[src/rtl/wdt_pkg.sv]
package wdt_pkg;
  localparam int unsigned CODE_MIN = 3;
  localparam int unsigned CODE_MAX = 10;
  localparam int unsigned CNT_W    = CODE_MAX - CODE_MIN + 1;

  localparam logic [3:0] OFS_PERIOD = 4'h4;
  localparam logic [3:0] OFS_SEL    = 4'h8;
  localparam logic [3:0] OFS_CTRL   = 4'hC;

  localparam int unsigned BIT_EN     = 0;
  localparam int unsigned BIT_CLR    = 1;
  localparam int unsigned BIT_STATUS = 8;

  typedef struct packed {
    logic kick;  // enable with clear: reload and run
    logic halt;  // enable written 0
  } wdt_cmd_t;

  function automatic logic [3:0] clamp_code(input logic [3:0] c);
    if (c < 4'(CODE_MIN))      return 4'(CODE_MIN);
    else if (c > 4'(CODE_MAX)) return 4'(CODE_MAX);
    else                       return c;
  endfunction
endpackage

[src/rtl/wdt_regs.sv]
module wdt_regs
  import wdt_pkg::*;
#(
  parameter int unsigned DATA_W = 32
) (
  input  logic              clk_i,
  input  logic              rst_ni,
  input  logic              wr_en_i,
  input  logic [3:0]        addr_i,
  input  logic [DATA_W-1:0] wdata_i,
  input  logic              status_i,
  output logic [DATA_W-1:0] rdata_o,
  output logic [3:0]        code_o,
  output logic [1:0]        sel_o,
  output wdt_cmd_t          cmd_o
);
  logic [3:0] code_q;
  logic [1:0] sel_q;
  logic       en_q;
  logic       ctrl_wr;

  assign ctrl_wr = wr_en_i && (addr_i == OFS_CTRL);

  always_ff @(posedge clk_i or negedge rst_ni) begin
    if (!rst_ni) begin
      code_q <= 4'(CODE_MIN);
      sel_q  <= '0;
      en_q   <= 1'b0;
    end else if (wr_en_i) begin
      case (addr_i)
        OFS_PERIOD: code_q <= clamp_code(wdata_i[3:0]);
        OFS_SEL:    sel_q  <= wdata_i[1:0];
        OFS_CTRL:   en_q   <= wdata_i[BIT_EN];
        default:    ;
      endcase
    end
  end

  always_comb begin
    cmd_o.kick = ctrl_wr && wdata_i[BIT_EN] && wdata_i[BIT_CLR];
    cmd_o.halt = ctrl_wr && !wdata_i[BIT_EN];
  end

  always_comb begin
    rdata_o = '0;
    case (addr_i)
      OFS_PERIOD: rdata_o[3:0] = code_q;
      OFS_SEL:    rdata_o[1:0] = sel_q;
      OFS_CTRL: begin
        rdata_o[BIT_EN]     = en_q;
        rdata_o[BIT_STATUS] = status_i;
      end
      default: ;
    endcase
  end

  assign code_o = code_q;
  assign sel_o  = sel_q;
endmodule

[src/rtl/wdt_counter.sv]
module wdt_counter
  import wdt_pkg::*;
#(
  parameter int unsigned W = CNT_W
) (
  input  logic         clk_i,
  input  logic         rst_ni,
  input  wdt_cmd_t     cmd_i,
  input  logic [3:0]   code_i,
  input  logic         tick_i,
  output logic [W-1:0] cnt_o,
  output logic         running_o,
  output logic         expired_o
);
  logic [W-1:0] cnt_q, load;
  logic         run_q, exp_q;

  assign load = W'(1) << (code_i - 4'(CODE_MIN));

  always_ff @(posedge clk_i or negedge rst_ni) begin
    if (!rst_ni) begin
      cnt_q <= '0;
      run_q <= 1'b0;
      exp_q <= 1'b0;
    end else if (cmd_i.halt) begin
      cnt_q <= '0;
      run_q <= 1'b0;
      exp_q <= 1'b0;
    end else if (cmd_i.kick) begin
      cnt_q <= load;
      run_q <= 1'b1;
      exp_q <= 1'b0;
    end else if (run_q && !exp_q && tick_i) begin
      cnt_q <= cnt_q - 1'b1;
      if (cnt_q == W'(1)) exp_q <= 1'b1;
    end
  end

  assign cnt_o     = cnt_q;
  assign running_o = run_q;
  assign expired_o = exp_q;
endmodule

[src/rtl/wdt_route.sv]
module wdt_route (
  input  logic       expired_i,
  input  logic [1:0] sel_i,
  output logic       irq_o,
  output logic       rst_req_o
);
  assign irq_o     = expired_i;
  assign rst_req_o = expired_i && (sel_i == 2'd0);
endmodule

[src/rtl/pow2_wdt.sv]
module pow2_wdt
  import wdt_pkg::*;
(
  input  logic        clk_i,
  input  logic        rst_ni,
  input  logic        wr_en_i,
  input  logic [3:0]  addr_i,
  input  logic [31:0] wdata_i,
  output logic [31:0] rdata_o,
  input  logic        tick_i,
  output logic        irq_o,
  output logic        rst_req_o
);
  wdt_cmd_t         cmd;
  logic [3:0]       code;
  logic [1:0]       sel;
  logic [CNT_W-1:0] cnt;
  logic             running, expired;

  wdt_regs #(.DATA_W(32)) u_regs (
    .clk_i, .rst_ni, .wr_en_i, .addr_i, .wdata_i,
    .status_i(running), .rdata_o, .code_o(code), .sel_o(sel), .cmd_o(cmd)
  );

  wdt_counter #(.W(CNT_W)) u_cnt (
    .clk_i, .rst_ni, .cmd_i(cmd), .code_i(code), .tick_i,
    .cnt_o(cnt), .running_o(running), .expired_o(expired)
  );

  wdt_route u_route (
    .expired_i(expired), .sel_i(sel), .irq_o, .rst_req_o
  );
endmodule

[config.mk]
export PLATFORM = sky130hd
export DESIGN_NAME = pow2_wdt
export DESIGN_NICKNAME = d
export VERILOG_FILES = /design/src/rtl/wdt_pkg.sv /design/src/rtl/wdt_regs.sv /design/src/rtl/wdt_counter.sv /design/src/rtl/wdt_route.sv /design/src/rtl/pow2_wdt.sv
export SDC_FILE = /design/constraint.sdc
export NUM_CORES = 1
export LEC_CHECK = 0
export BUFFER_PORTS_ARGS = -buffer_cell sky130_fd_sc_hd__clkbuf_2
export CORE_UTILIZATION = 40
export DETAILED_ROUTE_END_ITERATION = 10
export HOLD_SLACK_MARGIN = 0.12
export MAX_ROUTING_LAYER = met4
export PLACE_DENSITY = 0.74
export SYNTH_ARGS = -nofsm -noshare
export SYNTH_HDL_FRONTEND = slang
export SYNTH_HIERARCHICAL = 1
export SYNTH_SLANG_ARGS = --single-unit
[constraint.sdc]
create_clock -name clk_i -period 2.2 [get_ports clk_i]
set_clock_uncertainty 0.1 [all_clocks]
set_input_delay 0.33 -clock clk_i [delete_from_list [all_inputs] [get_ports clk_i]]
set_output_delay 0.33 -clock clk_i [all_outputs]
set_load 0.05 [all_outputs]
==> results_dict.tcl, run 1 <==
set metrics [dict create \
    num_vias 927 \
    netlist_instances 138 \
    p_sw_share_pct 44.1 \
    fin_area_sq_um 1350 \
    p_switching_mw 0.532 \
    grt_pass1_wl_mm 3.97 \
    die_area_sq_um 3430 \
    fillers 328 \
    r2r_setup_slack_ns 0.49 \
    worstMarginPinSlew_ns 0.571 \
    synthAdderAreaFrac_pct 1.96 \
    p_comb_share_pct 42.6 \
    status "completed" \
    p_int_mw 0.674 \
    drt_iter0_drc 15 \
    postCtsSetupBuffers 0 \
    hold_depth 3 \
    n_antenna_cell 0 \
    start_kind "flop" \
    yosysWarningCount 6 \
    relSlewSlack_pct 61.6 \
    hold_viol 0 \
    peakVddDrop_v 0.000422 \
    clock_sinks 17 \
    start_util_pct 41.9 \
    final-seq-area_sq_um 428 \
    synth_compound_area_share_pct 11.0 \
    io_buffers 18 \
    synth_area_leaders "dfrtp_1 (29%), buf_4 (17%), mux2_2 (6.2%)" \
    layout-drive-gt1-share_pct 25.9 \
    pre_cts_ws_ns 0.275 \
    cpPeakStageDelay_ns 0.42 \
    fp.coreArea_sq_um 3050 \
    cts_buffer_depth 2 \
    clockRootBuffer "clkbuf_4" \
    post_drt_wl_per_cell_microns 11.2 \
    holdWs_ns 0.227 \
    p_leak_nw 0.654 \
    grt_antenna_before_repair 0 \
    nets 201 \
    maxCapViolCount 0 \
    fin_setup_tns_ns 0 \
    cts_tree "built" \
    synthArstFlopShare_pct 100 \
    grt_max_degree 18 \
    antenna_left 0 \
    clock_power_share_pct 14.4 \
    firstDrtPassIters 4 \
    finalCriticalPeriod_ns 1.86 \
    yosysTopAreaCell "dfrtp_1" \
    postSynthAreaPerCell_sq_um 9.27 \
    power.total_mw 1.21 \
    synth_flop_cell "dfrtp_1" \
    final_common_cell "conb_1" \
    power_frac_seq_pct 43.0 \
    multi_input_area_sq_um 711 \
    globalplace.congestion 0.776 \
    worst_ep_arrival_time_ns 1.43 \
    cp_data_required_time_ns 1.77 \
    setup_viol 0 \
    drc_errors 0 \
    synthSimpleGateAreaFrac_pct 23.7 \
    finalWorstSetupSlack_ns 0.335 \
    clk_pin_slew_ns 0.10 \
    htree_levels 1 \
    critPathMaxFanout 3 \
    syn_area_sq_um 1280 \
    ys_ff_latch 17 \
    period_share_pct 84.8 \
    numCtsBuffers 3 \
    cp-end-kind "output pin" \
    ys_seq_area_share_pct 33.5 \
    placed_area_sq_um 1310 \
    overflow 0 \
    dpl.hpwl_mm 1.76 \
    synth-xor-area-share_pct 4.11 \
    vias_per_cell 4.59 \
    slew_viol_final 0 \
    fp.dieW_microns 58.5 \
    fmax_mhz 536 \
    crit_chain "mux2_2, a22oi_1, nor3_1, clkbuf_2" \
    rows 20 \
    synth_mux_area_share_pct 6.95 \
    yosysUniqueCellTypes 45 \
    worst-r2r-cell-count 4 \
    final_cell_mix "conb_1 (27), clkbuf_2 (18), dfrtp_1 (15), nor2_1 (12), mux2_2 (7)" \
    synth_edf_count 0 \
    track_usage_pct 15.5 \
    synth_top_area_share_pct 29.4 \
    die_h_microns 58.5 \
    rsz0062_at_grt "false" \
    grt_pass1_vias 890 \
    area_growth_pct 5.28 \
    clk_latency_ns 0.29 \
    io_pins 74 \
    critPathKind "reg2out" \
    synth_top_family_by_area "simple AND/OR/NAND/NOR gates" \
    hp-class "in2reg" \
    cp_slowest_cell "dfrtp_1" \
    power_density_nw_per_um2 895 \
    drt-total-wl_mm 2.26 \
]
==> power groups by stage <==
stage          clock network, mW  registers (mW)  logic (mW)
3_5_place_dp                   0           0.527       0.510
3_3_place_gp                   0           0.523       0.502
5_1_grt                    0.193           0.542       0.573
2_1_floorplan                  0           0.497       0.481
6_report                   0.174           0.518       0.514
4_1_cts                    0.177           0.520       0.514
==> final timing paths <==
path                                   from               end
min                              wdata_i[1]  u_regs/code_o[1]
max in group asynchronous            rst_ni  u_regs/code_o[0]
max                         u_regs/sel_o[0]        rdata_o[0]
min reg2reg                u_regs/code_o[1]  u_regs/code_o[1]
max reg2reg                 u_cnt/expired_o    u_cnt/cnt_o[2]
min in group asynchronous            rst_ni    u_cnt/cnt_o[3]
==> synth_stat cells, types with 2 or more instances <==
cell type and count:
buf_4 29, dfrtp_1 15, nor2_1 12, mux2_2 7
nand2_1 6, nor2b_1 4, nor3_1 4, o21ai_0 4
xnor2_1 4, a21oi_1 3, inv_1 3, nand3_1 3
a22oi_1 2, and2b_2 2, and3_2 2, and3b_1 2
dfstp_2 2, ha_1 2, nand3b_1 2, nand4b_1 2
nor4_1 2, o21a_1 2, xor2_1 2
==> flip-flops by register name, indices dropped and copies added (netlist names) <==
register,cells
u_regs/sel_o,2
u_regs/en_q,1
u_cnt/cnt_o,8
u_regs/code_o,4
u_cnt/running_o,1
u_cnt/expired_o,1
==> routing by layer <==
metal	GRT usage (%)	wire, microns	up-vias
met5	-	0	-
met4	1.70	0	0
met3	4.18	114	0
met2	25.0	1060	31
met1	20.2	1090	430
li1	-	-	466
==> logic make-up after synthesis <==
kind of cell	Yosys count
buf+inv	34
other cells	1
mux	8
flops	17
simple gates	50
fa+ha+maj	2
xor+xnor	6
compound gates	20
==> worst max-delay path: cells and delay by family (launching register included) <==
| family | cells | cell delay, ns |
|---|---|---|
| compound gates | 1 | 0.15 |
| buf+inv | 1 | 0.23 |
| simple gates | 1 | 0.06 |
| mux | 1 | 0.28 |
| flops | 1 | 0.42 |
==> repair_timing <==
item	4_1_cts	5_1_grt
resized for setup	0	0
setup endpoints to repair	0	0
hold buffers	1	0
hold endpoints to repair	15	0
==> through the flow <==
stage / std cells / utilization [%]
detailed placement: 197 / 42.9
floorplan: 164 / -
CTS: 202 / 44.1
finish: 202 / 44.1
global route: 202 / 44.1
global placement: 197 / 42.9
==> cell type report <==
| type | instances | share of cell area (%) |
|---|---|---|
| clock buffers | 4 | 1.95 |
| inverters | 3 | 0.836 |
| multi-input cells | 113 | 52.8 |
| flip-flops and latches | 17 | 31.8 |
| well taps | 44 | 4.09 |
| repair buffers | 21 | 8.55 |
Power figures use the tool's default switching activity.
==> inputs of run 2 (changes only) <==
--- a/config.mk
+++ b/config.mk
@@ -6,11 +6,11 @@
 export NUM_CORES = 1
 export LEC_CHECK = 0
 export BUFFER_PORTS_ARGS = -buffer_cell sky130_fd_sc_hd__clkbuf_2
-export CORE_UTILIZATION = 40
+export CORE_UTILIZATION = 39
 export DETAILED_ROUTE_END_ITERATION = 10
 export HOLD_SLACK_MARGIN = 0.12
 export MAX_ROUTING_LAYER = met4
-export PLACE_DENSITY = 0.74
+export PLACE_DENSITY = 0.75
 export SYNTH_ARGS = -nofsm -noshare
 export SYNTH_HDL_FRONTEND = slang
 export SYNTH_HIERARCHICAL = 1
==> constraint.sdc (replaced) <==
create_clock -name clk_i -period 1.6 [get_ports clk_i]
set_clock_uncertainty 0.1 [all_clocks]
set_input_delay 0.24 -clock clk_i [delete_from_list [all_inputs] [get_ports clk_i]]
set_output_delay 0.24 -clock clk_i [all_outputs]
set_load 0.05 [all_outputs]
==> run 2 against run 1 <==
Against the previous run: the run now ends with negative setup slack left; power up 53%; wire length up 21%; setup slack worse by 0.43 ns; critical path type unchanged; non-clock buffer count up 17; critical endpoint unchanged.
==> results_dict.tcl, run 2 (same netlist as run 1, synthesis figures left out) <==
set metrics [dict create \
    grt_pass1_vias 959 \
    fp.coreArea_sq_um 3080 \
    worstHoldStart "wdata_i[1]" \
    worst_ep_arrival_time_ns 1.35 \
    p_leak_nw 0.757 \
    dpl.hpwl_mm 2.00 \
    drc_errors 0 \
    final_common_cell "conb_1" \
    cts_buffer_depth 2 \
    clk_latency_ns 0.29 \
    die_h_microns 59.3 \
    fillers 324 \
    rsz0062_at_grt "true" \
    worstHoldEndpoint "u_regs/code_o[1]" \
    start_kind "flop" \
    pre_cts_ws_ns -0.0390 \
    finalWorstSetupSlack_ns -0.0930 \
    hold_depth 3 \
    period_share_pct 106 \
    rows 20 \
    htree_levels 1 \
    timing.rr.end "u_cnt/cnt_o[6]" \
    drt-total-wl_mm 2.73 \
    cts_tree "built" \
    critPathKind "reg2out" \
    r2r-start "u_cnt/cnt_o[4]" \
    grt_antenna_before_repair 0 \
    post_drt_wl_per_cell_microns 12.5 \
    vias_per_cell 4.59 \
    grt_max_degree 18 \
    slew_viol_final 0 \
    clockRootBuffer "clkbuf_4" \
    critPathMaxFanout 2 \
    antenna_left 0 \
    fmax_mhz 591 \
    maxCapViolCount 0 \
    r2r_setup_slack_ns 0.05 \
    peakVddDrop_v 0.000610 \
    cp_data_required_time_ns 1.26 \
    status "complete, but fails checks" \
    hold_viol 0 \
    hp-class "in2reg" \
    n_antenna_cell 0 \
    drt_iter0_drc 9 \
    fp.dieW_microns 59.3 \
    cp-end-kind "output pin" \
    overflow 0 \
    worst-r2r-cell-count 5 \
    num_vias 1005 \
    grt_pass1_wl_mm 4.33 \
    violations "negative setup slack" \
    globalplace.congestion 0.765 \
    finalCriticalPeriod_ns 1.69 \
    track_usage_pct 17.4 \
    nets 218 \
    fin_setup_tns_ns -0.108 \
    start_util_pct 41.5 \
    firstDrtPassIters 4 \
    power_density_nw_per_um2 1190 \
    die_area_sq_um 3510 \
    layout-drive-gt1-share_pct 39.4 \
    io_pins 74 \
    area_growth_pct 21.5 \
    clk_pin_slew_ns 0.10 \
    setup_viol 2 \
    final_cell_mix "conb_1 (27), buf_4 (20), dfrtp_1 (15), clkbuf_2 (13), nor2_1 (11)" \
    numCtsBuffers 3 \
    clock_sinks 17 \
    largest_reg_flops 8 \
    io_buffers 18 \
]
[run 2: cell types whose count changed in the layout (fill, tap and decap cells not counted), moves of 2 or more]
cell / before / now
nor2b_1: 4 / 2
nor2b_2: 0 / 2
nor3_2: 0 / 2
clkbuf_2: 18 / 13
nor3_1: 4 / 2
clkbuf_8: 0 / 2
buf_4: 2 / 20
a22oi_1: 2 / 0
a22oi_2: 0 / 2
[run 2: per-layer routing]
| metal | track usage [%] | wire length (microns) | vias to the layer above |
|---|---|---|---|
| met4 | 3.74 | 40 | 0 |
| met2 | 30.3 | 1370 | 43 |
| li1 | - | - | 502 |
| met1 | 19.5 | 1160 | 456 |
| met5 | - | 0 | - |
| met3 | 5.02 | 163 | 4 |
[run 2: power breakdown]
| group | switching [mW] | internal [mW] | leakage [nW] |
|---|---|---|---|
| combinational | 0.538 | 0.382 | 0.530 |
| sequential | 0.119 | 0.573 | 0.212 |
| clock | 0.136 | 0.0970 | 0.0150 |
| total | 0.793 | 1.05 | 0.757 |
[run 2: area by class of cell]
type,count,area (sq um),share of cell area (%)
sequential,17,428,27.5
timing repair buffer,38,275,17.7
tap,44,55.1,3.54
inverter,3,11.3,0.725
clock buffer,4,26.3,1.69
multi-input combinational,113,758,48.8
[run 2: metrics by stage]
step	std cells	area [sq um]	utilization (%)	hold WS (ns)	power, mW
finish	219	1550	50.5	0.127	1.84
global route	219	1550	50.5	0.130	1.96
CTS	218	1520	49.4	0.121	1.80
detailed placement	210	1420	46.1	0.108	1.51
global placement	210	1420	46.1	0.109	1.49
floorplan	164	1390	-	-0.156	1.35
[run 2: worst max-delay path, cell delays in order (launching register included)]
cell      delay (ns)
dfrtp_1         0.39
mux2_4          0.28
a22oi_2         0.16
nor3_2          0.06
clkbuf_8        0.17
[run 2: how the worst max path moves through the flow]
stage / from / slack [ns] / depth (start not counted) / endpoint
5_1_grt: u_regs/sel_o[0] / -0.16 / 4 / rdata_o[0]
2_1_floorplan: u_regs/code_o[0] / 0.002 / 2 / rdata_o[0]
3_3_place_gp: addr_i[0] / 0.03 / 9 / u_cnt/cnt_o[4]
6_report: u_regs/sel_o[0] / -0.09 / 4 / rdata_o[0]
4_1_cts: u_regs/code_o[1] / -0.08 / 3 / rdata_o[1]
3_5_place_dp: addr_i[0] / -0.04 / 9 / u_cnt/cnt_o[4]
[run 2: timing repair]
| action | in CTS | in global routing |
|---|---|---|
| setup buffers | 3 | 1 |
| hold buffers | 1 | 0 |
| hold endpoints to repair | 17 | 0 |
| setup endpoints to repair | 4 | 8 |
| pin swaps | 2 | 2 |
| resized for setup | 10 | 11 |
